## config.mk

```make
export PLATFORM = sky130hd
export DESIGN_NAME = i2c_cmd_master
export DESIGN_NICKNAME = d
export VERILOG_FILES = /design/src/rtl/i2c_cmd_master.sv
export SDC_FILE = /design/constraint.sdc
export NUM_CORES = 1
export LEC_CHECK = 0
export ABC_AREA = 1
export BUFFER_PORTS_ARGS = -buffer_cell sky130_fd_sc_hd__buf_2
export CAP_MARGIN = 10
export CORE_MARGIN = 2
export CORE_UTILIZATION = 53
export CTS_CLUSTER_DIAMETER = 40
export CTS_CLUSTER_SIZE = 40
export DETAILED_ROUTE_END_ITERATION = 10
export GPL_ROUTABILITY_DRIVEN = 0
export GPL_TIMING_DRIVEN = 0
export PLACE_DENSITY = 0.83
export SLEW_MARGIN = 10
export SYNTH_ARGS = -nofsm -noshare
export SYNTH_HDL_FRONTEND = slang
export SYNTH_SLANG_ARGS = --single-unit
```

## constraint.sdc

```tcl
create_clock -name clk -period 3.71 [get_ports clk]
set_input_delay 0.742 -clock clk [delete_from_list [all_inputs] [get_ports clk]]
set_output_delay 0.742 -clock clk [all_outputs]
set_load 0.01 [all_outputs]
```

## src/rtl/i2c_cmd_master.sv

```systemverilog
module i2c_cmd_master #(
  parameter int QDIV = 4
) (
  input  logic       clk,
  input  logic       rst_n,
  input  logic [7:0] target_cfg,
  input  logic [7:0] tx_byte,
  input  logic       cmd_stb,
  input  logic [2:0] cmd_code,
  output logic [7:0] rx_byte,
  output logic       st_busy,
  output logic       st_bus_busy,
  output logic       st_err,
  output logic       st_addr_nack,
  output logic       st_data_nack,
  output logic       st_arb_lost,
  output logic       sda_low,
  input  logic       sda_in,
  output logic       scl_low,
  input  logic       scl_in
);
  localparam int TW = (QDIV > 1) ? $clog2(QDIV) : 1;
  localparam logic [TW-1:0] RELOAD = TW'(QDIV - 1);

  typedef enum logic [2:0] {IDLE, STRT, ADR, DAT, STP} st_t;

  st_t        st;
  logic [TW-1:0] tick;
  logic [1:0] q;
  logic [3:0] bitn;
  logic [7:0] sh, txd;
  logic busy, held, rd, fin, nk, an, dn, al, bus_bsy, sda_q, scl_q;

  logic c_run, c_start, c_stop, go, tx_phase, bit_val, arb_chk, step;
  assign c_run   = cmd_code[0];
  assign c_start = cmd_code[1];
  assign c_stop  = cmd_code[2];
  assign go      = cmd_stb && !busy && (held ? (c_run || c_stop) : (c_start && c_run));
  assign tx_phase = (st == ADR) || !rd;
  assign bit_val = (bitn < 4'd8) ? (tx_phase ? sh[7] : 1'b1) : (tx_phase ? 1'b1 : fin);
  assign arb_chk = tx_phase && (bitn < 4'd8) && sh[7];
  assign step    = (tick == '0) && !(q == 2'd2 && !scl_in);

  assign st_busy      = busy;
  assign st_bus_busy  = bus_bsy;
  assign st_addr_nack = an && !busy;
  assign st_data_nack = dn && !busy;
  assign st_arb_lost  = al && !busy;
  assign st_err       = (an || dn || al) && !busy;

  always_ff @(posedge clk or negedge rst_n) begin
    if (!rst_n) begin
      st <= IDLE; tick <= '0; q <= '0; bitn <= '0; sh <= '0; txd <= '0;
      busy <= 1'b0; held <= 1'b0; rd <= 1'b0; fin <= 1'b0; nk <= 1'b0;
      an <= 1'b0; dn <= 1'b0; al <= 1'b0; rx_byte <= '0;
      sda_low <= 1'b0; scl_low <= 1'b0;
    end else if (go) begin
      busy <= 1'b1;
      fin  <= c_stop;
      an <= 1'b0; dn <= 1'b0; al <= 1'b0;
      tick <= RELOAD; q <= '0; bitn <= '0;
      txd  <= tx_byte;
      if (c_start && c_run) begin
        st <= STRT; sh <= target_cfg; rd <= target_cfg[0];
      end else if (c_run) begin
        st <= DAT; sh <= rd ? 8'h00 : tx_byte;
      end else begin
        st <= STP;
      end
    end else if (busy) begin
      if (tick != '0) begin
        tick <= tick - TW'(1);
      end else if (step) begin
        tick <= RELOAD;
        q    <= q + 2'd1;
        case (st)
          STRT: begin
            case (q)
              2'd0: sda_low <= 1'b0;
              2'd1: scl_low <= 1'b0;
              2'd2: sda_low <= 1'b1;
              default: begin scl_low <= 1'b1; st <= ADR; bitn <= '0; end
            endcase
          end
          STP: begin
            case (q)
              2'd0: sda_low <= 1'b1;
              2'd1: scl_low <= 1'b0;
              2'd2: sda_low <= 1'b0;
              default: begin busy <= 1'b0; held <= 1'b0; st <= IDLE; end
            endcase
          end
          ADR, DAT: begin
            case (q)
              2'd0: sda_low <= !bit_val;
              2'd1: scl_low <= 1'b0;
              2'd2: begin
                if (arb_chk && !sda_in) begin
                  al <= 1'b1; busy <= 1'b0; held <= 1'b0; st <= IDLE;
                  sda_low <= 1'b0; scl_low <= 1'b0;
                end else if (bitn < 4'd8) begin
                  sh <= {sh[6:0], sda_in};
                end else begin
                  nk <= sda_in;
                end
              end
              default: begin
                scl_low <= 1'b1;
                if (bitn < 4'd8) begin
                  bitn <= bitn + 4'd1;
                end else begin
                  bitn <= '0;
                  if (tx_phase && nk) begin
                    if (st == ADR) an <= 1'b1; else dn <= 1'b1;
                    if (fin) st <= STP;
                    else begin busy <= 1'b0; held <= 1'b1; st <= IDLE; end
                  end else if (st == ADR) begin
                    st <= DAT;
                    sh <= rd ? 8'h00 : txd;
                  end else begin
                    if (rd) rx_byte <= sh;
                    if (fin) st <= STP;
                    else begin busy <= 1'b0; held <= 1'b1; st <= IDLE; end
                  end
                end
              end
            endcase
          end
          default: st <= IDLE;
        endcase
      end
    end
  end

  always_ff @(posedge clk or negedge rst_n) begin
    if (!rst_n) begin
      sda_q <= 1'b1; scl_q <= 1'b1; bus_bsy <= 1'b0;
    end else begin
      sda_q <= sda_in;
      scl_q <= scl_in;
      if (scl_in && scl_q && sda_q && !sda_in) bus_bsy <= 1'b1;
      else if (scl_in && scl_q && !sda_q && sda_in) bus_bsy <= 1'b0;
    end
  end
endmodule

```

==> results of run 1 <==
==> cell usage after synthesis (all sizes together) <==
cell    number  area (sq um)
nor3         2          15.0
o211ai       3          22.5
clkbuf       1          3.75
nand2      128           512
dfstp        2          52.6
a21oi       12          60.1
ha           6          75.1
clkinv       1          3.75
o221ai       6          52.6
nor4         1          6.26
a31oi        1          6.26
nor2        29           131
buf          8          57.6
nand3       27           135
nand4        3          33.8
xnor2        1          8.76
or2          3          18.8
inv         53           204
o21ai       47           265
o22ai        3          18.8
o31ai        1          7.51
dfrtp       46          1150
nand3b       1          7.51
==> worst max-delay path: cells and delay by family, from the launching register on <==
family | cells | cell delay [ps]
AND/OR/NAND/NOR | 5 | 460
flip-flops | 1 | 410
AO/OA/AOI/OAI | 1 | 610
adder cells (fa/ha/maj) | 1 | 150
buffers and inverters | 3 | 530
==> placed cells by master (no fill, tap or decap), types with 3 or more instances in the layout <==
cell	n
o221ai_1	6
nor2_1	24
inv_1	49
o21ai_1	3
nor2_2	3
clkbuf_8	5
o21ai_0	36
ha_1	6
nand2_2	3
o21ai_2	8
or2_2	3
buf_2	43
a21oi_1	12
dfrtp_1	46
nand3_1	27
o211ai_1	3
o22ai_1	3
nand2_1	123
==> registers in the layout, indices dropped and copies added, names as in the netlist <==
name / cells
held: 1
fin: 1
scl_low: 1
bitn: 4
nk: 1
st_bus_busy: 1
tick: 2
dn: 1
rx_byte: 8
rd: 1
sda_q: 1
q: 2
txd: 8
st: 3
sh: 8
scl_q: 1
sda_low: 1
an: 1
st_busy: 1
al: 1
==> power by group <==
part,internal [W],total (W),switching (W)
Sequential,0.000550,0.000567,0.0000165
Combinational,0.000116,0.000358,0.000242
Clock,0.000203,0.000385,0.000182
==> metrics by stage <==
step	utilization	hold WS, ps
after global routing	0.632	506
after floorplan	-	446
final	0.632	469
after CTS	0.632	477
after global placement	0.609	454
after detailed placement	0.609	454
==> worst max-delay path by stage <==
stage,start,to,cells past startpoint
2_1_floorplan,cmd_code[0],rx_byte[3]$_DFFE_PN0P_,9
3_3_place_gp,cmd_code[0],st[1]$_DFFE_PN0P_,9
3_5_place_dp,cmd_code[0],st[0]$_DFFE_PN0P_,9
4_1_cts,q[0]$_DFFE_PN0P_,st[0]$_DFFE_PN0P_,10
5_1_grt,q[0]$_DFFE_PN0P_,st[1]$_DFFE_PN0P_,10
6_report,q[0]$_DFFE_PN0P_,st[0]$_DFFE_PN0P_,10
==> per-layer routing <==
layer | vias up | global-route usage | share of wire
met3 | 18 | 0.0329 | 0.081
met1 | 1246 | 0.352 | 0.44
met2 | 139 | 0.390 | 0.46
met5 | - | 0 | 0
met4 | 0 | 0.0821 | 0.022
li1 | 1329 | - | -
==> cells by family (layout without fill, tap and decap cells) <==
kind of cell / count (synthesis) / count (layout) / synth area share
flops: 48 / 48 / 0.422
compound gates: 73 / 73 / 0.152
simple gates: 194 / 194 / 0.302
fa+ha+maj: 6 / 6 / 0.0263
buf+inv: 63 / 110 / 0.0944
xor+xnor: 1 / 1 / 0.00307
==> final cells by class <==
cell class	instances	area, sq um	share of cell area
Multi-Input combinational cell	274	1380	0.424
Sequential cell	48	1200	0.371
Inverter	54	208	0.0639
Timing Repair Buffer	39	195	0.0601
Tap cell	70	87.6	0.0270
Clock buffer	5	68.8	0.0212
Buffer	9	61.3	0.0189
Clock inverter	3	47.5	0.0146
==> metrics.txt, run 1 <==
RR Endpoint st[0]$_DFFE_PN0P_; routed vias 2732; Max Slew Vio Count 0; Max Buffers Root-to-Sink 2; clock root buffer master clkbuf_8; Mapped Nets 415; fmax 434 MHz; Max-Cap Viols 0; hold depth 2; #FFs+latches synth 48; cts repair resizes 0; # fillers 459; Yosys cell types 36; YS warnings 0; Final Hold Vio Count 0; CTS tree done; gr ovfl total 0; dpl cells 494; Post-CTS Repair Setup Buffers 0; I/O pins 40; Initial Utilization 0.554; DRC viols 0; drt first pass iters 5; RSZ-0062 raised after global routing false; skew final 5.98 ps; Hold Crit Class reg2reg; Clock Pin Slew Worst Setup and Hold Paths 90 ps; CP startpoint kind register; cell depth of the worst flop-to-flop path 10; TritonCTS Buffers 5; number of antenna violations at the first check in global routing 0; share of cells above drive strength 1 0.194; drt total wl 6.86 mm; slowest stage delay, CP 610 ps; Hold EP scl_low$_DFFE_PN0P_; Die ar. 0.00598 sq mm; post-DP HPWL 5.13 mm; Critical Path End Type register; # rows 26; WS Path Type reg2reg; Die Y 77.3 um; clk_lat worst skew 300 ps; sequential area share after synthesis 0.422; largest net degree at the start of global routing 49; final instance area 0.00325 sq mm; Slew headroom 0.316; status finished clean; Die W 77.3 um; slack of the worst reg-to-reg path 1410 ps; Hold Startpoint scl_low$_DFFE_PN0P_; Fin Setup TNS 0 ps; total power 0.00131 W; Wirelength per Cell 13.7 um; Avg Cell Area, Syn 7.40 sq um; leakage 1.72 nW; critical path fanouts, max 10; Cell Pwr Density 403 mW/mm^2; Tot GR Track Use 0.247; # nets final 461; dpl ws 1370 ps; final setup vio count 0; first-pass GRT wire length 11.9 mm; DR vias/cell 5.44; PortBufs 39; clk sinks 48; synthesized area 0.00285 sq mm; initial drt markers 259; Syn Inst Count 385; Final WS setup 1410 ps; slowest CP cell a21oi_1; Final min period 2300 ps; Max rail drop VDD 199 uV; Final ANT Viol Nets 0; FF-to-FF Start q[0]$_DFFE_PN0P_; vias in the first global route 2548; period utilization 0.621; CP required 3910 ps; Slew @ Worst Pin 1030 ps; Worst Path Arrival 2500 ps; Layout area overhead 14.0%; number of inserted diodes 0; Cell Chain, Critical Path inv_1 -> ha_1 -> buf_4 -> clkinv_1 -> a21oi_1 -> nand3_1 -> nand2_1 -> nor2_1 -> nand3_1 -> nand2_1; total core area 0.00514 sq mm; H-tree levels 2; Placed Area 0.00313 sq mm; Post-CTS Hold Fix Bufs 0; final cell count without fillers 502
No activity file was read; power rests on OpenSTA's default activity.
==> inputs of run 2 (changes only) <==
--- a/config.mk
+++ b/config.mk
@@ -5,11 +5,11 @@
 export SDC_FILE = /design/constraint.sdc
 export NUM_CORES = 1
 export LEC_CHECK = 0
-export ABC_AREA = 1
+export ABC_AREA = 0
 export BUFFER_PORTS_ARGS = -buffer_cell sky130_fd_sc_hd__buf_2
 export CAP_MARGIN = 10
 export CORE_MARGIN = 2
-export CORE_UTILIZATION = 53
+export CORE_UTILIZATION = 51
 export CTS_CLUSTER_DIAMETER = 40
 export CTS_CLUSTER_SIZE = 40
 export DETAILED_ROUTE_END_ITERATION = 10
==> constraint.sdc (replaced) <==
create_clock -name clk -period 2 [get_ports clk]
set_input_delay 0.4 -clock clk [delete_from_list [all_inputs] [get_ports clk]]
set_output_delay 0.4 -clock clk [all_outputs]
set_load 0.01 [all_outputs]
==> run 2 against run 1 <==
Compared with the run above:
- clock-buffer cell count is 2 higher
- final cell count shrank 16%
- wire length up 7.9%
- critical endpoint is now sh[5]$_DFFE_PN0P_
- setup slack got worse by 1400 ps
- clock power up 61%
- non-clock buffer count grew 25
- global-route usage is 0.48 points lower
- the run now ends with setup timing left
- critical path depth decreased by 2
==> metrics.txt, run 2 <==
Layout area overhead 27.3%; Die W 76.8 um; Max rail drop VDD 635 uV; # rows 26; Slew headroom 0.273; Max Slew Vio Count 0; most common cell in the netlist dfrtp_1; gr ovfl total 0; Max-Cap Viols 0; Die Y 76.8 um; most frequent cells in the layout dfrtp_1 (44), nand2_1 (43), buf_2 (41), a21oi_1 (25), buf_4 (17); top_reg_cell synth dfrtp_1; CP bufs+invs 2; Tot GR Track Use 0.242; # nets final 380; skew final 8.82 ps; total core area 0.00511 sq mm; first-pass GRT wire length 11.4 mm; post-DP HPWL 4.75 mm; Final WS setup -33.8 ps; Syn Inst Count 285; RSZ-0062 raised after global routing true; Yosys cell types 51; Avg Cell Area, Syn 9.47 sq um; #FFs+latches synth 48; ranking of synthesized cells by area dfrtp_1 (43%), mux2_2 (7.5%), nand2_1 (6.1%); Crit path max-delay family simple AND/OR/NAND/NOR gates; slack of the worst reg-to-reg path -30 ps; YS warnings 0; initial drt markers 244; fmax 492 MHz; Post-CTS Hold Fix Bufs 0; fraction of registers with async set/reset 1.00; clk sinks 48; Max Buffers Root-to-Sink 2; post-synth top area share 0.426; Final ANT Viol Nets 0; I/O pins 40; Die ar. 0.00589 sq mm; Mapped Nets 315; Worst Path Arrival 2230 ps; EDFF count, synth 0; final setup vio count 5; WS Path Type reg2reg; Final Hold Vio Count 0; clk_lat worst skew 300 ps; Post-synth top cells dfrtp_1 (46), nand2_1 (44), a21oi_1 (26); Wirelength per Cell 17.6 um; number of inserted diodes 0; leakage 1.63 nW; Slew @ Worst Pin 1090 ps; period utilization 1.02; DRC viols 0; slowest CP cell dfrtp_1; Critical Path End Type register; clock root buffer master clkbuf_8; drt total wl 7.40 mm; CP required 2200 ps; DR vias/cell 6.04; Clock Pin Slew Worst Setup and Hold Paths 90 ps; critical path fanouts, max 4; routed vias 2543; final instance area 0.00344 sq mm; number of antenna violations at the first check in global routing 0; Cell Pwr Density 1360 mW/mm^2; sequential area share after synthesis 0.446; TritonCTS Buffers 5; H-tree levels 2; commonest non-fill, non-tap cell in the layout dfrtp_1; Hold Crit Class in2reg; Cell Chain, Critical Path inv_2 -> ha_4 -> nand2_4 -> nor3_4 -> nand2_2 -> o41ai_4 -> buf_4 -> mux2_2; status finished, violations left; drt first pass iters 5; CTS tree done; PortBufs 39; vias in the first global route 2378; area leader, netlist dfrtp_1; Initial Utilization 0.529; violated checks setup timing; share of cells above drive strength 1 0.359; slowest stage delay, CP 400 ps; Placed Area 0.00301 sq mm; largest net degree at the start of global routing 49; largest registers rx_byte: 8 flops, sh: 8 flops, txd: 8 flops; CP startpoint kind register; Final min period 2030 ps; Fin Setup TNS -84.9 ps; synthesized area 0.00270 sq mm
[run 2: routing by layer]
metal	GRT usage	wire [um]
met2	0.409	3650
met1	0.312	3100
met3	0.0494	541
met4	0.0745	110
met5	0	0
[run 2: report_power, final]
part           leakage [nW]  internal [W]  total, W  switching [W]
sequential            0.608       0.00129   0.00156       0.000270
clock                0.0484      0.000284  0.000619       0.000335
combinational         0.973       0.00114   0.00249        0.00135
total                  1.63       0.00271   0.00467        0.00196
[run 2: cell type report]
class                           count  area [sq um]
Sequential cell                    48          1210
Multi-Input combinational cell    210          1550
Inverter                           12          45.0
Tap cell                           70          87.6
Fill cell                         379          1670
Buffer                             14          82.6
Timing Repair Buffer               59           369
Clock inverter                      1          8.76
Clock buffer                        7          86.3
[run 2: cells by family (layout without fill, tap and decap cells)]
kind of cell | count (synthesis) | after routing | synth area share
buffers and inverters | 27 | 93 | 0.0440
AND/OR/NAND/NOR | 102 | 102 | 0.200
multiplexers | 18 | 18 | 0.0751
adder cells (fa/ha/maj) | 6 | 6 | 0.0278
XOR/XNOR | 1 | 1 | 0.00324
AO/OA/AOI/OAI | 83 | 83 | 0.204
flip-flops | 48 | 48 | 0.446
[run 2: what timing repair did]
| item | in CTS | in global routing |
|---|---|---|
| pin swaps | 7 | 10 |
| gates resized for setup | 21 | 36 |
| gates cloned | 0 | 0 |
| setup buffers | 13 | 8 |
| endpoints found under the setup margin | 36 | 35 |
[run 2: final timing paths]
check,from,to,cells past startpoint
hold / removal,sda_in,sda_q$_DFF_PN1_,1
min in group asynchronous,rst_n,scl_low$_DFFE_PN0P_,1
max in group asynchronous,rst_n,rd$_DFFE_PN0P_,1
hold reg to reg,dn$_DFFE_PN0P_,dn$_DFFE_PN0P_,1
setup / recovery,tick[0]$_DFFE_PN0P_,sh[5]$_DFFE_PN0P_,8
setup reg to reg,tick[0]$_DFFE_PN0P_,sh[5]$_DFFE_PN0P_,8
[run 2: worst register-to-register path, delay by kind of cell (launching register included)]
family | cells | cell delay, ps
and+or+nand+nor | 3 | 420
DFF | 1 | 400
muxes | 1 | 340
AOI/OAI and AO/OA | 1 | 310
buffers and inverters | 2 | 290
adders and majority gates | 1 | 170
[run 2: metrics by stage]
stage	setup slack [ps]	utilization	hold slack (ps)	std cells	power, W
global route	-110	0.673	236	421	0.00497
CTS	-61.0	0.635	230	414	0.00430
finish	-33.8	0.673	238	421	0.00467
detailed placement	-440	0.589	465	394	0.00351
floorplan	-97.3	-	104	285	0.00298
global placement	-404	0.589	458	394	0.00342
==> inputs of run 3 (changes only) <==
--- a/config.mk
+++ b/config.mk
@@ -9,7 +9,7 @@
 export BUFFER_PORTS_ARGS = -buffer_cell sky130_fd_sc_hd__buf_2
 export CAP_MARGIN = 10
 export CORE_MARGIN = 2
-export CORE_UTILIZATION = 51
+export CORE_UTILIZATION = 53
 export CTS_CLUSTER_DIAMETER = 40
 export CTS_CLUSTER_SIZE = 40
 export DETAILED_ROUTE_END_ITERATION = 10
==> constraint.sdc (replaced) <==
create_clock -name clk -period 1.95 [get_ports clk]
set_input_delay 0.39 -clock clk [delete_from_list [all_inputs] [get_ports clk]]
set_output_delay 0.39 -clock clk [all_outputs]
set_load 0.01 [all_outputs]
==> run 3 against run 2 <==
Compared with the run above:
- the run still ends with setup timing left
- design area shrank 1.5%
- sequential power grew 4%
- sequential share of layout area grew 0.56 points
- final cell count shrank 1.9%
- die area fell by 3.6%
- clock power grew 18%
- first-iteration DRC count fell by 16%
- via count is 2.2% lower
- setup slack lost 120 ps
- worst hold slack worse by 17 ps
- global-route usage is 0.82 points higher
- critical path depth is the same
- critical path type unchanged
- largest cell class unchanged
==> metrics.txt, run 3 (synthesized netlist as in run 2, its figures left out) <==
status finished, violations left; violated checks setup timing; Die W 75.4 um; initial drt markers 205; Final min period 2100 ps; fmax 476 MHz; Worst Path Arrival 2300 ps; final core utilization 0.703; # fillers 365; clk_lat worst skew 310 ps; clk sinks 48; WS Path Type reg2reg; first-pass GRT wire length 10.7 mm; Cell Pwr Density 1400 mW/mm^2; Final WS setup -151 ps; dpl ws -417 ps; I/O pins 40; final setup vio count 17; crit path from q[1]$_DFFE_PN0P_; post-DP HPWL 4.81 mm; Layout area overhead 25.5%; met1 WL 3.08 mm; gr ovfl total 0; Final Hold Vio Count 0; TritonCTS Buffers 5; Die ar. 0.00568 sq mm; CTS tree done; drt first pass iters 5; number of antenna violations at the first check in global routing 0; skew final 4.72 ps; Slew @ Worst Pin 1040 ps; routed vias 2488; Critical Path End Type register; DR vias/cell 6.02; # rows 25; total power 0.00474 W; period utilization 1.08; commonest non-fill, non-tap cell in the layout nand2_1; largest registers rx_byte: 8 flops, sh: 8 flops, txd: 8 flops; Max-Cap Viols 0; vias in the first global route 2216; H-tree levels 2; largest net degree at the start of global routing 49; hold_ws 221 ps; met3 routed WL 473 um; Clock Power Share 0.154; Initial Utilization 0.561; Wirelength per Cell 16.9 um; Slew headroom 0.310; wire length on met2 3.32 mm; Multi-input gate area 0.00154 sq mm; share of cells above drive strength 1 0.335; total core area 0.00482 sq mm; # nets final 375; Die Y 75.4 um; register area 0.00121 sq mm; Final ANT Viol Nets 0; number of inserted diodes 0; CP startpoint kind register; CP required 2150 ps; dpl cells 391; switching power 0.00196 W; Seq pwr share 0.343; Max Buffers Root-to-Sink 2; Max Slew Vio Count 0; FF-to-FF Start q[1]$_DFFE_PN0P_; Hold Crit Class in2reg; leakage 1.60 nW; DR top layer met4; Tot GR Track Use 0.250; drt total wl 7.00 mm; Internal 0.00279 W; combinational power share 0.503; Max rail drop VDD 922 uV; PortBufs 39; DRC viols 0; critical path fanouts, max 8; sw frac 0.412; most frequent cells in the layout nand2_1 (44), dfrtp_1 (43), buf_2 (40), a21oi_1 (25), mux2_4 (16); final cell count without fillers 413; RSZ-0062 raised after global routing true; Clock Pin Slew Worst Setup and Hold Paths 90 ps; clock root buffer master clkbuf_8; Hold Startpoint sda_in
run 3: cell types whose count changed in the layout (fill, tap and decap cells not counted), sizes merged:
cell | previous run | this run
buf | 64 | 57
bufinv | 0 | 1
clkinv | 1 | 2
run 3: critical path, cell delays in order, from the launching register on:
cell     delay, ps
dfrtp_2        460
ha_4           190
nor2b_4        140
nor3_4         240
buf_4          170
nand3_4         80
nor4_4         200
buf_6          200
mux2_4         310
run 3: per-layer routing:
metal | global-route usage | vias up
met5 | 0 | -
met3 | 0.0450 | 13
met4 | 0.0741 | 0
li1 | - | 1148
met1 | 0.366 | 1215
met2 | 0.383 | 112
run 3: area by class of cell:
| class | instances | share of cell area |
|---|---|---|
| plain buffers | 14 | 0.0233 |
| clock buffers | 5 | 0.0203 |
| clock inverters | 3 | 0.0140 |
| inverters | 12 | 0.0133 |
| multi-input cells | 210 | 0.455 |
| flip-flops and latches | 48 | 0.356 |
| well taps | 67 | 0.0247 |
| repair buffers | 54 | 0.0931 |
run 3: through the flow:
stage	instance area [sq um]	TNS (ps)
floorplan	2730	-1500
global placement	3010	-9950
detailed placement	3010	-11070
CTS	3210	-2780
global route	3390	-3960
finish	3390	-2200
run 3: timing repair:
action | 4_1_cts | 5_1_grt
buffers inserted | 6 | 9
setup endpoints to repair | 37 | 36
pin swaps | 5 | 9
cloned | 0 | 0
hold buffers | 0 | 0
gates resized for setup | 17 | 30
run 3: power by group through the flow:
stage                     registers, W  logic (W)  clock network (W)
after global routing           0.00166    0.00261           0.000784
final                          0.00163    0.00239           0.000730
after detailed placement       0.00162    0.00198                  0
after floorplan                0.00153    0.00153                  0
after global placement         0.00159    0.00192                  0
after CTS                      0.00160    0.00212           0.000742
run 3: path summary, 6_finish.rpt:
path	to	slack, ps	cells past startpoint
max in group asynchronous	rd$_DFFE_PN0P_	980	1
setup reg to reg	rx_byte[7]$_DFFE_PN0P_	-150	8
min in group asynchronous	q[1]$_DFFE_PN0P_	260	1
hold reg to reg	txd[0]$_DFFE_PN0P_	500	2
setup / recovery	rx_byte[7]$_DFFE_PN0P_	-150	8
hold / removal	sda_q$_DFF_PN1_	220	1
